==> src/rtl/dma_seq_pkg.sv <==
package dma_seq_pkg;
    typedef enum logic [1:0] {
        ST_IDLE = 2'd0,
        ST_WAIT = 2'd1,
        ST_RUN  = 2'd2
    } seq_st_e;

    typedef enum logic [1:0] {
        RM_FRAG = 2'd0,
        RM_BLK  = 2'd1,
        RM_TRN  = 2'd2,
        RM_LIST = 2'd3
    } req_mode_e;

    localparam int CFG_SW_HI   = 31;
    localparam int CFG_DW_HI   = 29;
    localparam int CFG_MODE_HI = 25;
    localparam int CFG_FSEL    = 21;
    localparam int CFG_FEN     = 20;
    localparam logic [1:0] WIDTH_BAD = 2'd3;
endpackage

==> src/rtl/dma_seq_len.sv <==
module dma_seq_len #(
    parameter int W = 17
) (
    input  logic [W-1:0] rem,
    input  logic [W-1:0] reload,
    input  logic [W-1:0] bytes,
    input  logic         take,
    input  logic         restart,
    output logic         last,
    output logic [W-1:0] nxt
);
    assign last = (rem <= bytes);

    always_comb begin
        if (take && restart) begin
            nxt = reload;
        end else if (take) begin
            nxt = rem - bytes;
        end else begin
            nxt = rem;
        end
    end
endmodule

==> src/rtl/dma_seq_addr.sv <==
module dma_seq_addr #(
    parameter int AW = 36,
    parameter int SW = 16
) (
    input  logic [AW-1:0] cur,
    input  logic [SW-1:0] step,
    input  logic          take,
    input  logic          hold,
    output logic [AW-1:0] nxt
);
    assign nxt = (take && !hold) ? cur + AW'(step) : cur;
endmodule

==> src/rtl/dma_seq_core.sv <==
module dma_seq_core
    import dma_seq_pkg::*;
#(
    parameter int LO_W = 32,
    parameter int AW   = 36,
    parameter int FW   = 17,
    parameter int BW   = 17,
    parameter int TW   = 28,
    parameter int SW   = 16
) (
    input  logic               clk,
    input  logic               rst_n,
    input  logic               start,
    input  logic               req,
    input  logic [31:0]        frag_cfg,
    input  logic [BW-1:0]      blk_len,
    input  logic [TW-1:0]      trn_len,
    input  logic [2*SW-1:0]    step_cfg,
    input  logic [LO_W-1:0]    src_lo,
    input  logic [LO_W-1:0]    dst_lo,
    input  logic [AW-LO_W-1:0] src_hi,
    input  logic [AW-LO_W-1:0] dst_hi,
    input  logic               beat_rdy,
    output logic               beat_vld,
    output logic [AW-1:0]      rd_addr,
    output logic [AW-1:0]      wr_addr,
    output logic [1:0]         rd_size,
    output logic [1:0]         wr_size,
    output logic               beat_last,
    output logic               frag_done,
    output logic               blk_done,
    output logic               trn_done,
    output logic               cfg_err,
    output logic               busy
);
    localparam int NSIDE = 2;

    typedef struct packed {
        seq_st_e         st;
        req_mode_e       mode;
        logic [1:0]      sw;
        logic [1:0]      dw;
        logic            fix_en;
        logic            fix_sel;
        logic [SW-1:0]   s_step;
        logic [SW-1:0]   d_step;
        logic [AW-1:0]   src;
        logic [AW-1:0]   dst;
        logic [FW-1:0]   f_len;
        logic [FW-1:0]   f_rem;
        logic [BW-1:0]   b_len;
        logic [BW-1:0]   b_rem;
        logic [TW-1:0]   t_rem;
        logic            err;
    } seq_t;

    seq_t q, d;

    logic          acc;
    logic [TW-1:0] bb;
    logic          f_last, b_last, t_last;
    logic          f_end, b_end, unit_end;
    logic [FW-1:0] f_nxt;
    logic [BW-1:0] b_nxt;
    logic [TW-1:0] t_nxt;
    logic          cfg_bad;
    logic          unused_cfg_bits;

    assign unused_cfg_bits = ^{frag_cfg[27:26], frag_cfg[23:22], frag_cfg[19:FW]};

    assign acc   = (q.st == ST_RUN) && beat_rdy;
    assign bb    = TW'(1) << q.sw;
    assign f_end = f_last || b_last || t_last;
    assign b_end = b_last || t_last;

    always_comb begin
        case (q.mode)
            RM_FRAG: unit_end = f_end;
            RM_BLK:  unit_end = b_end;
            default: unit_end = t_last;
        endcase
    end

    dma_seq_len #(.W(FW)) u_frag (
        .rem(q.f_rem), .reload(q.f_len), .bytes(FW'(bb)),
        .take(acc), .restart(f_end), .last(f_last), .nxt(f_nxt)
    );
    dma_seq_len #(.W(BW)) u_blk (
        .rem(q.b_rem), .reload(q.b_len), .bytes(BW'(bb)),
        .take(acc), .restart(b_end), .last(b_last), .nxt(b_nxt)
    );
    dma_seq_len #(.W(TW)) u_trn (
        .rem(q.t_rem), .reload(q.t_rem), .bytes(bb),
        .take(acc), .restart(1'b0), .last(t_last), .nxt(t_nxt)
    );

    logic [AW-1:0] a_cur  [NSIDE];
    logic [AW-1:0] a_nxt  [NSIDE];
    logic [SW-1:0] a_step [NSIDE];
    logic          a_hold [NSIDE];

    assign a_cur[0]  = q.src;
    assign a_cur[1]  = q.dst;
    assign a_step[0] = q.s_step;
    assign a_step[1] = q.d_step;
    assign a_hold[0] = q.fix_en && !q.fix_sel;
    assign a_hold[1] = q.fix_en && q.fix_sel;

    for (genvar s = 0; s < NSIDE; s++) begin : g_side
        dma_seq_addr #(.AW(AW), .SW(SW)) u_addr (
            .cur(a_cur[s]), .step(a_step[s]), .take(acc),
            .hold(a_hold[s]), .nxt(a_nxt[s])
        );
    end

    assign cfg_bad = (frag_cfg[FW-1:0] == '0) || (blk_len == '0) || (trn_len == '0)
                  || (frag_cfg[CFG_SW_HI -: 2] == WIDTH_BAD)
                  || (frag_cfg[CFG_DW_HI -: 2] == WIDTH_BAD)
                  || (frag_cfg[CFG_MODE_HI -: 2] == RM_LIST);

    always_comb begin
        d     = q;
        d.err = 1'b0;
        case (q.st)
            ST_IDLE: begin
                if (start) begin
                    if (cfg_bad) begin
                        d.err = 1'b1;
                    end else begin
                        d.st      = ST_WAIT;
                        d.mode    = req_mode_e'(frag_cfg[CFG_MODE_HI -: 2]);
                        d.sw      = frag_cfg[CFG_SW_HI -: 2];
                        d.dw      = frag_cfg[CFG_DW_HI -: 2];
                        d.fix_en  = frag_cfg[CFG_FEN];
                        d.fix_sel = frag_cfg[CFG_FSEL];
                        d.s_step  = step_cfg[SW-1:0];
                        d.d_step  = step_cfg[2*SW-1:SW];
                        d.src     = {src_hi, src_lo};
                        d.dst     = {dst_hi, dst_lo};
                        d.f_len   = frag_cfg[FW-1:0];
                        d.f_rem   = frag_cfg[FW-1:0];
                        d.b_len   = blk_len;
                        d.b_rem   = blk_len;
                        d.t_rem   = trn_len;
                    end
                end
            end
            ST_WAIT: begin
                if (req) begin
                    d.st = ST_RUN;
                end
            end
            ST_RUN: begin
                if (acc) begin
                    d.src   = a_nxt[0];
                    d.dst   = a_nxt[1];
                    d.f_rem = f_nxt;
                    d.b_rem = b_nxt;
                    d.t_rem = t_nxt;
                    if (t_last) begin
                        d.st = ST_IDLE;
                    end else if (unit_end) begin
                        d.st = ST_WAIT;
                    end
                end
            end
            default: d.st = ST_IDLE;
        endcase
    end

    always_ff @(posedge clk or negedge rst_n) begin
        if (!rst_n) begin
            q <= '0;
        end else begin
            q <= d;
        end
    end

    assign beat_vld  = (q.st == ST_RUN);
    assign rd_addr   = q.src;
    assign wr_addr   = q.dst;
    assign rd_size   = q.sw;
    assign wr_size   = q.dw;
    assign beat_last = beat_vld && f_end;
    assign frag_done = acc && f_end;
    assign blk_done  = acc && b_end;
    assign trn_done  = acc && t_last;
    assign cfg_err   = q.err;
    assign busy      = (q.st != ST_IDLE);
endmodule

==> config.mk <==
export PLATFORM = sky130hd
export DESIGN_NAME = dma_seq_core
export DESIGN_NICKNAME = d
export VERILOG_FILES = /design/src/rtl/dma_seq_pkg.sv /design/src/rtl/dma_seq_len.sv /design/src/rtl/dma_seq_addr.sv /design/src/rtl/dma_seq_core.sv
export SDC_FILE = /design/constraint.sdc
export NUM_CORES = 1
export LEC_CHECK = 0
export ABC_AREA = 1
export BUFFER_PORTS_ARGS = -buffer_cell sky130_fd_sc_hd__buf_2
export CORE_MARGIN = 8
export CORE_UTILIZATION = 40
export CTS_CLUSTER_SIZE = 12
export DETAILED_ROUTE_END_ITERATION = 10
export GPL_ROUTABILITY_DRIVEN = 0
export SLEW_MARGIN = 20
export SYNTH_ARGS = -nofsm -noshare
export SYNTH_HDL_FRONTEND = slang
export SYNTH_SLANG_ARGS = --single-unit
==> constraint.sdc <==
create_clock -name clk -period 2.5 [get_ports clk]
set_input_delay 0.25 -clock clk [delete_from_list [all_inputs] [get_ports clk]]
set_output_delay 0.25 -clock clk [all_outputs]
set_load 0.005 [all_outputs]
==> run_results.csv <==
group,metric,value,unit
finish,antenna_cells,0,
clock_network,cts_tree,"built",
placement,placed_cells_incl_taps,3226,
sta,period_minus_slack,2.82,ns
worst_setup_path,type_of_the_worst_setup_path,"flop to output port",
clock_network,cts.reportedPaths.clkPinSlew,0.06,ns
logic_synthesis,ys_types,45,
logic_synthesis,synthMostInstantiatedCell,"sky130_fd_sc_hd__nand2_1",
drt,vias,17600,
power,power.leakage,10.6,nW
sta,final_min_period_over_clock_period,113,%
worst_setup_path,critical_path_start_type,"flop",
logic_synthesis,synth_top_flop_cell,"sky130_fd_sc_hd__dfrtp_1",
logic_synthesis,netlist.area_leader.share,32.9,%
drt,wl_per_cell,16.6,um
finish,stdcell_count,3426,
worst_setup_path,crit_path_start,"rd_size[1]",
worst_setup_path,critical_path.endpoint_type,"output port",
drt,drc_violation_count_after_routing,0,
logic_synthesis,netlist.top_cell.by_area,"sky130_fd_sc_hd__dfrtp_1",
die,design.core.area,39700,um2
drt,vias_per_cell,5.14,
sta,hold_violations,0,
sta,drv_slew,0,
drt,wl,56.9,mm
global_routing,grt_pass1_vias,17300,
global_routing,grt_overflow_total,0,
sta,transition_time_of_the_tightest_slew_check_pin,0.711,ns
status,outcome,"finished, violations left",
worst_setup_path,critPathMaxFanout,6,
drt,drtIter0Drc,1402,
sta,clock_skew,0.0182,ns
worst_setup_path,arrival,2.57,ns
finish,area_growth,27.2,%
worst_setup_path,most_numerous_cell_on_the_critical_path,"sky130_fd_sc_hd__nor2_4",
worst_hold_path,worst_hold_startpoint,"src_lo[20]",
logic_synthesis,post_synth.cell_area_avg,6.31,um2
logic_synthesis,synth_edf_count,0,
worst_setup_path,required,2.25,ns
sta,final_critical_path_setup_slack,-0.316,ns
global_routing,global_route_wire_length_before_repair,91.2,mm
clock_network,cts-root-to-sink-buffers,3,
logic_synthesis,synthesis.yosys.warnings,0,
clock_network,cts.htree.levels,1,
worst_setup_path,worst_r2r_startpoint,"rd_size[1]",
logic_synthesis,synth_cells,2545,
die,placement_rows,73,
logic_synthesis,netlist_area,16100,um2
die,boundaryPins,269,
power,vdd_drop_max,638,uV
die,die_area,46800,um2
die,die_width,216,um
logic_synthesis,synth_seq_cells,211,
clock_network,clkSinkCount,211,
global_routing,grtUsageTotal,23.5,%
placement,hpwl,40.2,mm
job,cap_viol_max_count,0,
die,initial_utilization,40.4,%
logic_synthesis,synth.top_cells.by_area,"sky130_fd_sc_hd__dfrtp_1 (33%), sky130_fd_sc_hd__nand2_1 (21%), sky130_fd_sc_hd__nand3_1 (6.8%)",
sta,rsz0062_at_grt,"true",
global_routing,largest_net_degree_at_the_start_of_global_routing,109,
drt,detail_route.first_pass.iterations,6,
sta,max-slew-margin-rel,52.6,%
logic_synthesis,synth_nets,2780,
status,violated_checks,"setup timing",
placement,port_buffers,261,
sta,fmax,0.355,GHz
worst_setup_path,timing.critical_path.cells,"nor2_4, ha_4, fa_2, nor2_4, o22ai_2, nand3_2, nand3_2, nor2_4, buf_6, nor2_2, buf_2",
finish,layout.cell_area.non_filler,20400,um2
sta,timing.final.setup_violations,16,
worst_hold_path,timing.hold.worst.class,"input port to flop",
finish,nets,3117,
finish,drive_above_1_share,17.0,%
placement,area_post_placement,17600,um2
clock_network,clk-insertion-delay-late,0.56,ns
clock_network,cts_root_buffer,"sky130_fd_sc_hd__clkbuf_16",
drt,drt.antenna.violating_nets,0,
clock_network,tritoncts_buffer_count,27,
worst_setup_path,crit_path_max_incr_delay,0.49,ns
worst_setup_path,crit_slowest_cell,"sky130_fd_sc_hd__dfrtp_2",
power,p_per_area,1120,nW/um2
logic_synthesis,asyncSetResetFlopFracSynth,100,%
die,dieHeight,216,um
logic_synthesis,synth_commonest_cells,"sky130_fd_sc_hd__nand2_1 (890), sky130_fd_sc_hd__nor2_1 (279), sky130_fd_sc_hd__inv_1 (267)",
logic_synthesis,synth_sequential_area_ratio,32.9,%
global_routing,antenna_found_initial,1,
[layout make-up]
type,instances,area (um2)
Timing Repair Buffer,468,3370
Clock buffer,42,792
Multi-Input combinational cell,1898,9220
Tap cell,525,657
Fill cell,3972,19300
Inverter,276,1040
Sequential cell,211,5280
Clock inverter,6,80.1
[final timing paths]
kind / endpoint / slack, ns / cells past startpoint
min: rd_addr[20] / 0.03 / 5
max: beat_last / -0.32 / 11
max in group asynchronous: a_step[30] / 1.45 / 3
max reg2reg: q[32] / -0.07 / 15
min reg2reg: q[207] / 0.48 / 2
min in group asynchronous: q[22] / 0.22 / 2
[registers in the layout, indices dropped and copies added (netlist names)]
name and count:
a_step 32, cfg_err 1, q 102, rd_addr 36, rd_size 2, wr_addr 36, wr_size 2
[critical path, delay by kind of cell, from the launching register on]
kind	cells	cell delay [ns]
simple gates	6	0.63
compound gates	1	0.08
buf+inv	2	0.26
fa+ha+maj	2	0.56
flops	1	0.49
[layer usage]
metal	wire, um	track usage [%]	vias to the layer above	share of wire, %
li1	-	-	8706	-
met1	24100	29.6	8223	42
met2	26800	39.6	565	47
met3	4020	5.00	112	7.1
met4	2070	8.00	2	3.6
met5	13	0	-	0.023
[timing repair]
item / CTS / global route
hold endpoints to repair: 179 / 0
gates cloned: 1 / 4
buffers inserted: 13 / 8
resized for setup: 38 / 73
pin swaps: 15 / 28
setup endpoints to repair: 17 / 67
hold buffers: 128 / 0
[power breakdown]
part / internal (mW) / switching [mW]
Combinational: 4.58 / 7.57
Sequential: 5.10 / 1.69
Clock: 2.36 / 1.59
Total: 12.0 / 10.9
[cells by family (layout without fill, tap and decap cells)]
logic type               after synthesis  count (layout)  share of synthesized area, %
AO/OA/AOI/OAI                        314             314                          10.2
XOR/XNOR                              22              22                          1.20
flip-flops                           211             211                          32.9
AND/OR/NAND/NOR                     1510            1513                          39.0
buffers and inverters                439             792                          12.7
adder cells (fa/ha/maj)               49              49                          4.05
[per-stage QoR]
step	utilization (%)	setup TNS [ns]	worst slack [ns]	hold slack [ns]	power, mW
6_report	51.5	-1.55	-0.316	0.0276	22.9
5_1_grt	51.5	-4.50	-0.423	0.0240	24.9
4_1_cts	50.5	-0.992	-0.302	0.000297	22.5
3_5_place_dp	44.2	-0.126	-0.0827	0.227	17.8
3_3_place_gp	44.2	-0.0288	-0.0288	0.226	17.6
2_1_floorplan	-	0	0.244	-0.0456	14.7
[layout by cell type (no fill, tap or decap), types with 3 or more instances in the layout]
master	netlist	routed
sky130_fd_sc_hd__dlygate4sd3_1	0	128
sky130_fd_sc_hd__fa_1	5	4
sky130_fd_sc_hd__clkinv_2	0	4
sky130_fd_sc_hd__a21boi_0	4	4
sky130_fd_sc_hd__or2_2	9	9
sky130_fd_sc_hd__o21ai_0	154	152
sky130_fd_sc_hd__dfrtp_1	211	210
sky130_fd_sc_hd__nor3_1	36	36
sky130_fd_sc_hd__inv_4	1	3
sky130_fd_sc_hd__nand2_8	0	6
sky130_fd_sc_hd__nand3_2	1	15
sky130_fd_sc_hd__nor3_2	3	3
sky130_fd_sc_hd__inv_2	5	7
sky130_fd_sc_hd__buf_12	0	9
sky130_fd_sc_hd__nor2_4	2	13
sky130_fd_sc_hd__xor2_1	14	14
sky130_fd_sc_hd__ha_1	44	36
sky130_fd_sc_hd__nor2_1	279	268
sky130_fd_sc_hd__clkbuf_1	32	9
sky130_fd_sc_hd__buf_4	86	61
sky130_fd_sc_hd__and2_1	5	5
sky130_fd_sc_hd__a21oi_2	1	14
sky130_fd_sc_hd__nor2_2	8	8
sky130_fd_sc_hd__a31oi_1	20	20
sky130_fd_sc_hd__buf_2	36	258
sky130_fd_sc_hd__nor4_1	6	6
sky130_fd_sc_hd__a21oi_1	123	110
sky130_fd_sc_hd__nand2_2	5	17
sky130_fd_sc_hd__clkbuf_8	0	6
sky130_fd_sc_hd__nand3b_1	8	8
sky130_fd_sc_hd__o21ai_1	3	5
sky130_fd_sc_hd__nand2_4	2	5
sky130_fd_sc_hd__xnor2_1	8	8
sky130_fd_sc_hd__clkbuf_16	0	28
sky130_fd_sc_hd__nand2_1	890	872
sky130_fd_sc_hd__nand3_1	217	203
sky130_fd_sc_hd__nand4_1	31	31
sky130_fd_sc_hd__ha_4	0	8
sky130_fd_sc_hd__buf_6	4	9
sky130_fd_sc_hd__inv_1	267	264
Note: power is estimated with default switching activity, not from simulation.
